### config.mk
export PLATFORM = sky130hd
export DESIGN_NAME = oet_sorter
export DESIGN_NICKNAME = d
export VERILOG_FILES = /design/src/rtl/oet_pkg.sv /design/src/rtl/oet_cmp_swap.sv /design/src/rtl/oet_stage.sv /design/src/rtl/oet_ctrl.sv /design/src/rtl/oet_rank_pick.sv /design/src/rtl/oet_sorter.sv
export SDC_FILE = /design/constraint.sdc
export NUM_CORES = 1
export LEC_CHECK = 0
export BUFFER_PORTS_ARGS = -buffer_cell sky130_fd_sc_hd__buf_2
export CORE_ASPECT_RATIO = 0.5
export CORE_MARGIN = 2
export CORE_UTILIZATION = 51
export DETAILED_ROUTE_END_ITERATION = 12
export PLACE_DENSITY = 0.76
export REMOVE_ABC_BUFFERS = 1
export SLEW_MARGIN = 20
export SYNTH_ARGS = -nofsm -noshare
export SYNTH_HDL_FRONTEND = slang
export SYNTH_SLANG_ARGS = --single-unit
### constraint.sdc
create_clock -name clk -period 5.2 [get_ports clk]
set_input_delay 0.26 -clock clk [delete_from_list [all_inputs] [get_ports clk]]
set_output_delay 0.26 -clock clk [all_outputs]
set_load 0.02 [all_outputs]
### src/rtl/oet_pkg.sv
package oet_pkg;

  typedef enum logic {
    CTL_IDLE = 1'b0,
    CTL_SORT = 1'b1
  } ctl_state_e;

  // Worst-case number of sort steps after the capture edge
  function automatic int sort_steps(input int n, input int pipe);
    return (pipe != 0) ? n : n / 2;
  endfunction

endpackage

### src/rtl/oet_cmp_swap.sv
module oet_cmp_swap #(
  parameter int W = 16
) (
  input  logic [W-1:0] a,
  input  logic [W-1:0] b,
  output logic [W-1:0] lo,
  output logic [W-1:0] hi,
  output logic         swapped
);
  always_comb begin
    swapped = (a > b);
    lo      = swapped ? b : a;
    hi      = swapped ? a : b;
  end
endmodule

### src/rtl/oet_stage.sv
// One row of compare-exchange cells; ODD=0 pairs lanes (0,1),(2,3)...,
// ODD=1 pairs (1,2),(3,4)... and passes the end lanes straight through.
module oet_stage #(
  parameter int N   = 16,
  parameter int W   = 16,
  parameter bit ODD = 1'b0
) (
  input  logic [N*W-1:0] din,
  output logic [N*W-1:0] dout,
  output logic           any_swap
);
  localparam int BASE  = ODD ? 1 : 0;
  localparam int PAIRS = (N - BASE) / 2;

  logic [PAIRS-1:0] sw;

  for (genvar p = 0; p < PAIRS; p++) begin : g_cse
    oet_cmp_swap #(.W(W)) u_cse (
      .a      (din [(BASE + 2*p)     * W +: W]),
      .b      (din [(BASE + 2*p + 1) * W +: W]),
      .lo     (dout[(BASE + 2*p)     * W +: W]),
      .hi     (dout[(BASE + 2*p + 1) * W +: W]),
      .swapped(sw[p])
    );
  end

  if (ODD) begin : g_ends
    assign dout[W-1:0]       = din[W-1:0];
    assign dout[N*W-1 -: W]  = din[N*W-1 -: W];
  end

  assign any_swap = |sw;
endmodule

### src/rtl/oet_ctrl.sv
module oet_ctrl
  import oet_pkg::*;
#(
  parameter int N    = 16,
  parameter int PIPE = 0,
  localparam int S   = sort_steps(N, PIPE),
  localparam int CW  = $clog2(S + 1)
) (
  input  logic clk,
  input  logic rst,
  input  logic strobe,
  input  logic early_en,
  input  logic swap_even,
  input  logic swap_odd,
  output logic load,
  output logic busy,
  output logic phase_odd,
  output logic done_o,
  output logic overrun_o
);
  ctl_state_e     state_q;
  logic [CW-1:0]  cnt_q;
  logic           phase_q;
  logic           even_clean_q;
  logic           done_q;
  logic           ovr_q;
  logic           early_hit;
  logic           finish;

  always_comb begin
    load = strobe && (state_q == CTL_IDLE);
    busy = (state_q == CTL_SORT);
    if (PIPE != 0)
      early_hit = early_en && phase_q && even_clean_q && !swap_odd;
    else
      early_hit = early_en && !swap_even && !swap_odd;
    finish = busy && ((cnt_q == CW'(S - 1)) || early_hit);
  end

  always_ff @(posedge clk) begin
    if (rst) begin
      state_q      <= CTL_IDLE;
      cnt_q        <= '0;
      phase_q      <= 1'b0;
      even_clean_q <= 1'b0;
      done_q       <= 1'b0;
      ovr_q        <= 1'b0;
    end else begin
      ovr_q <= strobe && busy;
      if (load) begin
        state_q      <= CTL_SORT;
        cnt_q        <= '0;
        phase_q      <= 1'b0;
        even_clean_q <= 1'b0;
        done_q       <= 1'b0;
      end else if (busy) begin
        cnt_q        <= cnt_q + 1'b1;
        phase_q      <= ~phase_q;
        even_clean_q <= ~phase_q && !swap_even;
        if (finish) begin
          state_q <= CTL_IDLE;
          done_q  <= 1'b1;
        end
      end
    end
  end

  assign phase_odd = phase_q;
  assign done_o    = done_q;
  assign overrun_o = ovr_q;
endmodule

### src/rtl/oet_rank_pick.sv
module oet_rank_pick #(
  parameter int N  = 16,
  parameter int W  = 16,
  parameter int RW = 4
) (
  input  logic [N*W-1:0] vec,
  input  logic [RW-1:0]  sel,
  output logic [W-1:0]   val
);
  always_comb begin
    val = '0;
    for (int i = 0; i < N; i++)
      if (sel == RW'(i)) val = vec[i*W +: W];
  end
endmodule

### src/rtl/oet_sorter.sv
module oet_sorter #(
  parameter int N    = 16,
  parameter int W    = 16,
  parameter int PIPE = 0,
  localparam int RW  = $clog2(N)
) (
  input  logic           clk,
  input  logic           rst,
  input  logic           strobe,
  input  logic [N*W-1:0] win_data,
  input  logic           early_en,
  input  logic [RW-1:0]  rank_sel,
  output logic [N*W-1:0] sorted_o,
  output logic [W-1:0]   rank_o,
  output logic           done_o,
  output logic           overrun_o
);
  logic [N*W-1:0] data_q;
  logic [N*W-1:0] data_d;
  logic [N*W-1:0] even_out;
  logic [N*W-1:0] odd_in;
  logic [N*W-1:0] odd_out;
  logic           swap_even;
  logic           swap_odd;
  logic           load;
  logic           busy;
  logic           phase_odd;

  oet_stage #(.N(N), .W(W), .ODD(1'b0)) u_even (
    .din(data_q), .dout(even_out), .any_swap(swap_even)
  );

  assign odd_in = (PIPE != 0) ? data_q : even_out;

  oet_stage #(.N(N), .W(W), .ODD(1'b1)) u_odd (
    .din(odd_in), .dout(odd_out), .any_swap(swap_odd)
  );

  oet_ctrl #(.N(N), .PIPE(PIPE)) u_ctrl (
    .clk      (clk),
    .rst      (rst),
    .strobe   (strobe),
    .early_en (early_en),
    .swap_even(swap_even),
    .swap_odd (swap_odd),
    .load     (load),
    .busy     (busy),
    .phase_odd(phase_odd),
    .done_o   (done_o),
    .overrun_o(overrun_o)
  );

  always_comb begin
    if (load)
      data_d = win_data;
    else if (busy)
      data_d = (PIPE != 0) ? (phase_odd ? odd_out : even_out) : odd_out;
    else
      data_d = data_q;
  end

  always_ff @(posedge clk) begin
    if (rst) data_q <= '0;
    else     data_q <= data_d;
  end

  assign sorted_o = data_q;

  oet_rank_pick #(.N(N), .W(W), .RW(RW)) u_rank (
    .vec(data_q), .sel(rank_sel), .val(rank_o)
  );
endmodule

**After elaboration in Yosys (flattened, before gate mapping)**

Cells that the tools add are included.

- $add $sub $neg: 1
- Multiplexer cells: 51
- Bitwise logic cells: 1
- Equal/unequal tests: 16
- Reductions and logical operators: 18
- $lt $le $gt $ge: 15

Operators by type and width:

| operator | number |
|---|---|
| 16-bit 2-to-1 mux | 46 |
| 256-bit 2-to-1 mux | 2 |
| 16-bit greater-than comparator | 15 |
| 4-bit == test (second input constant) | 8 |
| 4-bit by 3-bit == test with 1-bit output (second input constant) | 5 |
| 4-bit by 2-bit == test with 1-bit output (second input constant) | 2 |
| 8-bit OR reduction | 1 |
| 7-bit OR reduction | 1 |
| 2-bit AND reduction | 3 |
| 2-bit nonzero test | 3 |
| 1-bit logical AND | 5 |
| 4-bit by 1-bit adder with 4-bit output (second input constant) | 1 |
| 4-bit by 1-bit == test with 1-bit output (second input constant) | 1 |
| 4-bit zero test | 1 |
| 1-bit 2-to-1 mux | 3 |
| 1-bit zero test | 2 |
| 2-bit OR reduction | 1 |
| 1-bit logical OR | 1 |
| 1-bit NOT | 1 |

- Logic and storage cells: 109
- Output and inout port bits: 274
- Register bits: 263

**Depth between registers and ports, before layout**

Gate-level depths: netlist of run 1.

- Depth after elaboration: 17
- Mapped depth: 22
- Depth with buffers taken out: 18

**Hierarchy**

From an unflattened synthesis of run 1, not the netlist that was laid out.

- Cell total of the unflattened synthesis: 5004
- Area total of the unflattened synthesis: 39262.7 um^2

By module, submodules not included:

| module | area each (um^2) | instances | sequential area each (um^2) | cells an instance |
|---|---|---|---|---|
| oet_cmp_swap | 1526.5 | 15 | 0.0 | 229 |
| oet_sorter | 13137.6 | 1 | 5124.9 | 1138 |
| oet_rank_pick | 2592.5 | 1 | 0.0 | 354 |
| oet_ctrl | 364.1 | 1 | 160.2 | 39 |
| oet_stage at u_odd | 255.2 | 1 | 0.0 | 35 |
| oet_stage at u_even | 16.3 | 1 | 0.0 | 3 |

**Worst setup path after synthesis of run 1**

OpenSTA, ideal clock, no wires.

- Path type: reg2reg
- Start point: register data_q[155], in the netlist sorted_o[155]
- End point: register data_q[148], in the netlist sorted_o[148]
- Path slack: 596 ps
- Buffers on the path: 4
- Clock period less this slack: 4604 ps
- Arrival time: 4519 ps
- Stages on the path, launching flop included: 22
- Cells stage by stage: dfxtp_1 inv_1 ha_1 and3_1 a221o_1 a221oi_2 o21ai_1 o31a_1 buf_6 buf_2 mux2i_1 inv_1 ha_1 nor2b_1 o211ai_1 a21oi_1 o31ai_1 a22o_1 clkbuf_1 clkbuf_1 mux2_2 a211oi_1

- Word-level cells in the longest chain between the ends: 6

RTL lines:

| what | RTL line | source |
|---|---|---|
| from (decl) | oet_sorter.sv:18 | `logic [N*W-1:0] data_q;` |
| from (signal assigned) | oet_sorter.sv:64 | `else data_q <= data_d;` |
| 16-bit greater-than comparator | oet_cmp_swap.sv:11 | `swapped = (a > b);` |
| 16-bit 2-to-1 mux * | oet_cmp_swap.sv:13 | `hi = swapped ? a : b;` |
| 16-bit greater-than comparator | oet_cmp_swap.sv:11 |  |
| 16-bit 2-to-1 mux * | oet_cmp_swap.sv:12 | `lo = swapped ? b : a;` |
| 256-bit 2-to-1 mux * | oet_sorter.sv:56 | `else if (busy)` |
| 256-bit 2-to-1 mux * | oet_sorter.sv:54 | `if (load)` |

Mark *: on every way between the ends. The rest lies on a longest branch, timed or not. The select of a mux whose other input is x is not followed.
A chain may end at the register's enable or synchronous reset.

**Final worst setup path of run 1**

- Start point: register data_q[60], in the netlist sorted_o[60]
- End point: register data_q[32], in the netlist sorted_o[32]

- Word-level cells in the longest chain between the ends: 6

RTL lines:

| what | RTL line |
|---|---|
| 16-bit greater-than comparator | oet_cmp_swap.sv:11 |
| 16-bit 2-to-1 mux * | oet_cmp_swap.sv:12 |
| 16-bit greater-than comparator | oet_cmp_swap.sv:11 |
| 16-bit 2-to-1 mux * | oet_cmp_swap.sv:13 |
| 256-bit 2-to-1 mux * | oet_sorter.sv:56 |
| 256-bit 2-to-1 mux * | oet_sorter.sv:54 |

Marks and branches as above.

==> impl_metrics.ini, run 1 <==
[sta]
finalWorstSetupSlack_ps = 212
setup-tns-final_ps = 0
fin_crit_ps = 4990
relSlewSlack_pct = 30.3
timing.fmax_mhz = 200
worst_slew_pin_slew_ps = 1050
rsz0062_at_grt = yes
drv_slew = 0
skew_ps = 19.1
hold_viol_final = 0
finalSetupViolCount = 0
fin_crit_sh_pct = 95.9

[cts]
cts_max_path_buffers = 3
worstSkewPairLatency_ps = 610
cts-root-buf = clkbuf_16
cts-htree-levels = 1
cts_tree = done
cts_sinks = 263
numCtsBuffers = 29
path_clk_slew_ps = 70

[placement]
place_area_um2 = 28700
hpwl_um = 76300
place_ws_ps = 133
placedCellCount = 4014
port-buffer-count = 537
gp_congestion = 1.02

[yosys]
syn_area_per_cell_um2 = 8.54
synthTopCellsByArea = dfxtp_1 (21%), mux2i_1 (20%), ha_1 (12%), a211oi_1 (6.6%), a21oi_1 (5.2%)
ys_top_cells_by_count = mux2i_1 (494), dfxtp_1 (263), a21oi_1 (259)
synth-async-reset-ratio_pct = 0
yosysWarnings = 0
synthesis.area_um2 = 24700
yosys_most_used_dff = dfxtp_1
synth_top_area_share_pct = 21.3
yosysTopAreaCell = dfxtp_1
synth-edff-count = 0
yosysMostFrequentCell = mux2i_1
synth_cell_types = 67
synthCells = 2894
ys_seq_elements = 263
ys_seq_area_share_pct = 21.3

[routing]
routedWlPerCell_um = 24.7
ant_nets = 0
drt_iter0_markers = 2848
wl_um = 101000
dr.pass1.iters = 8
routed_via_density = 6.31
drc = 0
vias = 25880

[layout]
layout.nets = 3940
drive_above_1_share_pct = 26.4
finalNonFillerCells = 4102
design_area_um2 = 30100
nFillCells = 4234
syn_to_final_growth_pct = 21.9

[flow_run]
max_cap_viol_count = 0

[grt]
grt_max_degree = 162
grt_pass1_vias = 25008
grt_use_total_pct = 38.5
grt_pass1_wl_um = 152000
overflow = 0
grt_antenna_before_repair = 7

[floorplanning]
die_width_um = 315
chipHeight_um = 160
coreArea_um2 = 47400
die_area_um2 = 50300
pin_count = 538
start_util_pct = 52.2
std_cell_rows = 56

[critical_path]
worst-endpoint-required_ps = 5700
worstRegToRegCells = 19
worstSetupPathType = reg -> reg
r2r_end = sorted_o[32]
r2r_slack_ps = 210
critPathCaptureType = flip-flop
rr_startpoint = sorted_o[60]
crit_start = sorted_o[60]
critPathMaxFanout = 33
crit_arrival_ps = 5490
crit_end = sorted_o[32]
start_kind = flip-flop

[hold_path]
hold_path.class = in -> reg

[power]
peakVddDrop_mv = 0.414
leakage_nw = 14.9
powerDensity_nw_per_um2 = 571
total_power_mw = 17.2

[outcome]
status = finished, final reports clean
-- per-layer routing --
layer | GRT usage (%) | wire length (um) | up-vias
li1 | - | - | 11827
met1 | 49.9 | 41700 | 12457
met2 | 62.0 | 46100 | 1294
met3 | 7.14 | 8350 | 302
met4 | 18.0 | 5320 | 0
met5 | 0 | 0 | -
-- through the flow --
stage                     hold slack [ps]  utilization [%]
after floorplan                       332                -
after global placement                497             60.6
after detailed placement              504             60.6
after CTS                           0.237             63.3
after global routing                 10.5             63.6
final                                10.8             63.6
-- cells by family (layout without fill, tap and decap cells) --
| group | count (synthesis) | in the layout | share of synthesized area, % |
|---|---|---|---|
| AOI/OAI and AO/OA | 849 | 849 | 23.3 |
| xor gates and xnor gates | 3 | 3 | 0.106 |
| adders and majority gates | 241 | 241 | 12.2 |
| buffers and inverters | 465 | 1028 | 7.52 |
| DFF | 263 | 263 | 21.3 |
| muxes | 628 | 628 | 27.1 |
| other | 0 | 7 | 0 |
| and+or+nand+nor | 445 | 445 | 8.52 |
-- sequential cells by signal, summed over array words and instances (netlist names) --
| register | count |
|---|---|
| sorted_o | 256 |
| u_ctrl.cnt_q | 4 |
| u_ctrl.done_o | 1 |
| u_ctrl.overrun_o | 1 |
| u_ctrl.busy | 1 |
-- worst max-delay path, stage by stage, from the launching register on --
cell      delay, ps
dfxtp_1         510
inv_1           100
ha_1            310
nand4_1         110
nor2_1          210
nand4_1         180
o32ai_1         480
a31oi_4         100
buf_12          210
buf_4           190
mux2i_1         240
ha_1            300
a21o_1          160
nand3_1          80
a21oi_1          70
a211oi_1        460
a22o_1          260
buf_12          250
mux2_2          380
a211oi_1        270
-- worst min-delay path by stage --
stage | from | end | slack [ps] | cells after the start
after floorplan | rst | u_ctrl.overrun_o | 330 | 1
after global placement | u_ctrl.done_o | u_ctrl.done_o | 500 | 1
after detailed placement | u_ctrl.done_o | u_ctrl.done_o | 500 | 1
after CTS | win_data[244] | sorted_o[244] | 0.2 | 3
after global routing | win_data[241] | sorted_o[241] | 10 | 3
final | win_data[244] | sorted_o[244] | 10 | 3
-- report_power, final --
| part | leakage [nW] | switching [mW] | internal, mW |
|---|---|---|---|
| Sequential | 2.18 | 0.543 | 2.39 |
| Combinational | 12.3 | 6.67 | 5.17 |
| Clock | 0.510 | 1.02 | 1.39 |
-- what timing repair did --
item | in CTS | in global routing
hold endpoints to repair | 18 | 0
setup endpoints to repair | 0 | 89
buffers inserted | 0 | 10
hold buffers | 18 | 0
gates resized for setup | 0 | 8
-- cell usage in the layout (no fill, tap or decap), types with 56 or more instances in the layout --
cell type / Yosys / final
dfxtp_1: 263 / 262
mux2i_1: 494 / 493
o21ai_0: 78 / 78
buf_2: 33 / 534
a21oi_1: 259 / 257
buf_4: 11 / 154
inv_1: 251 / 250
o211a_1: 56 / 56
nand2_1: 149 / 149
nor2b_1: 67 / 66
mux2_2: 113 / 113
o21a_1: 121 / 121
nor2_1: 110 / 110
a211oi_1: 218 / 217
ha_1: 241 / 241
-- cell type report --
cell class / count / area [um2] / area share, %
well taps: 638 / 798 / 2.65
clock inverters: 17 / 256 / 0.852
repair buffers: 722 / 4310 / 14.3
flip-flops and latches: 263 / 5270 / 17.5
inverters: 253 / 957 / 3.18
clock buffers: 36 / 802 / 2.66
diodes: 7 / 17.5 / 0.0582
multi-input cells: 2166 / 17700 / 58.8
Power figures use the tool's default switching activity.
==> inputs of run 2 (changes only) <==
--- a/config.mk
+++ b/config.mk
@@ -8,9 +8,9 @@
 export BUFFER_PORTS_ARGS = -buffer_cell sky130_fd_sc_hd__buf_2
 export CORE_ASPECT_RATIO = 0.5
 export CORE_MARGIN = 2
-export CORE_UTILIZATION = 51
+export CORE_UTILIZATION = 45
 export DETAILED_ROUTE_END_ITERATION = 12
-export PLACE_DENSITY = 0.76
+export PLACE_DENSITY = 0.68
 export REMOVE_ABC_BUFFERS = 1
 export SLEW_MARGIN = 20
 export SYNTH_ARGS = -nofsm -noshare
==> run 2 against run 1 <==
  * Critical path depth unchanged
  * First-iteration DRC count fell by 15%
  * Sequential share of layout area about the same
  * Via count shrank 1.4%
  * Power shrank 0.68%
  * Cell area rose by 0.19%
  * Non-clock buffer count rose by 15
  * Global-route usage fell by 4.4 points
  * Fmax decreased by 1.4%
  * Sequential power about the same
  * Combinational power about the same
  * Clock skew is 9.1 ps higher
==> impl_metrics.ini, run 2 (same netlist as run 1, synthesis figures left out) <==
[floorplanning]
start_util_pct = 45.8
chipHeight_um = 170
coreArea_um2 = 54000
pin_count = 538
std_cell_rows = 60
die_width_um = 335
die_area_um2 = 56900

[sta]
setup-tns-final_ps = 0
relSlewSlack_pct = 28.0
finalSetupViolCount = 0
drv_slew = 0
finalWorstSetupSlack_ps = 141
fin_crit_ps = 5060
timing.fmax_mhz = 198
hold_viol_final = 0
fin_crit_sh_pct = 97.3
skew_ps = 28.2
worst_slew_pin_slew_ps = 1080
rsz0062_at_grt = yes

[critical_path]
worstSetupPathType = reg -> reg
critPathSlowestCell = dfxtp_1
start_kind = flip-flop
worst-endpoint-required_ps = 5660
cpPeakStageDelay_ps = 470
crit_arrival_ps = 5520
critPathMaxFanout = 20
cp_num_buf_inv = 5
critPathTopFamily = compound AO/OA/AOI/OAI gates
cp_cell_sequence = inv_1, ha_1, nand4_1, nor2_1, nand4_1, a21o_1, a31oi_4, buf_4, buf_4, mux2i_1, ha_1, nand4_1, a21oi_1, a211oi_1, buf_4, a22o_1, buf_12, mux2_2, a211oi_1
critPathCaptureType = flip-flop

[grt]
grt_use_total_pct = 34.1
grt_pass1_wl_um = 151000
grt_max_degree = 148
overflow = 0
grt_pass1_vias = 24219
grt_antenna_before_repair = 7

[layout]
largest_register_ff_count = 256
drive_above_1_share_pct = 26.4
final_cell_mix = buf_2 (534), mux2i_1 (494), dfxtp_1 (262), a21oi_1 (257), inv_1 (250)
mostFrequentLayoutCell = buf_2
layout.nets = 3955
design_area_um2 = 30200
post-route-util_pct = 55.9
syn_to_final_growth_pct = 22.1

[cts]
cts-root-buf = clkbuf_16
cts_sinks = 263
worstSkewPairLatency_ps = 610
cts_tree = done
cts_max_path_buffers = 3
cts-htree-levels = 1
path_clk_slew_ps = 70
numCtsBuffers = 29

[flow_run]
max_cap_viol_count = 0

[placement]
port-buffer-count = 537
place_ws_ps = 41.5
gp_congestion = 0.973
place_area_um2 = 28800
hpwl_um = 77300

[power]
powerDensity_nw_per_um2 = 566
peakVddDrop_mv = 0.323
leakage_nw = 14.9

[hold_path]
hold_path.class = in -> reg

[routing]
wl_um = 102000
routedWlPerCell_um = 24.4
drt_iter0_markers = 2420
dr.pass1.iters = 6
vias = 25526
drc = 0
ant_nets = 0
routed_via_density = 6.10

[outcome]
status = finished, final reports clean
run 2: changes by cell type in the layout (fill, tap and decap cells not counted), moves of 2 or more:
cell and change:
dlygate4sd3_1 +6, clkbuf_1 +3, clkinv_4 -2, diode_2 -4, clkbuf_8 +2, buf_4 +8, bufinv_16 -6, clkinv_2 +2
run 2: path summary, 6_finish.rpt:
path,start,end,slack (ps),cells past startpoint
min,win_data[0],sorted_o[0],10,3
max reg2reg,sorted_o[60],sorted_o[47],140,19
max,sorted_o[60],sorted_o[47],140,19
min reg2reg,u_ctrl.done_o,u_ctrl.done_o,520,1
run 2: routing by layer:
metal	up-vias	wire, um	GRT usage (%)
li1	11836	-	-
met1	12383	42900	44.6
met2	1085	48100	57.4
met3	222	7130	4.66
met4	0	4110	12.8
met5	-	0	0
run 2: cell type report:
type                    instances  area, um2
clock inverters                11       67.6
fillers                      5042      23800
diodes                          3       7.51
clock buffers                  41        841
multi-input cells            2166      17700
well taps                     713        892
inverters                     253        957
flip-flops and latches        263       5270
repair buffers                737       4450
run 2: timing repair:
item | CTS | global route
setup buffers | 0 | 22
setup endpoints to repair | 0 | 93
resized for setup | 0 | 5
hold endpoints to repair | 24 | 0
hold buffers | 24 | 0
run 2: worst reg2reg max path: cells and delay by family, from the launching register on:
family                     cells  cell delay [ps]
buffers and inverters          5              860
AOI/OAI and AO/OA              6             1450
DFF                            1              470
and+or+nand+nor                4              720
muxes                          2              780
adders and majority gates      2              650
run 2: per-stage QoR:
| stage | hold slack [ps] | power, mW | instances |
|---|---|---|---|
| after floorplan | 332 | 10.8 | 2682 |
| after global placement | 495 | 14.3 | 4086 |
| after detailed placement | 493 | 14.4 | 4086 |
| after CTS | 1.32 | 16.6 | 4162 |
| after global routing | 11.3 | 18.0 | 4187 |
| final | 14.0 | 17.1 | 4187 |
run 2: where the power goes:
group	switching [mW]	internal [mW]
clock	0.988	1.12
combinational	6.61	5.38
sequential	0.580	2.39
total	8.18	8.90
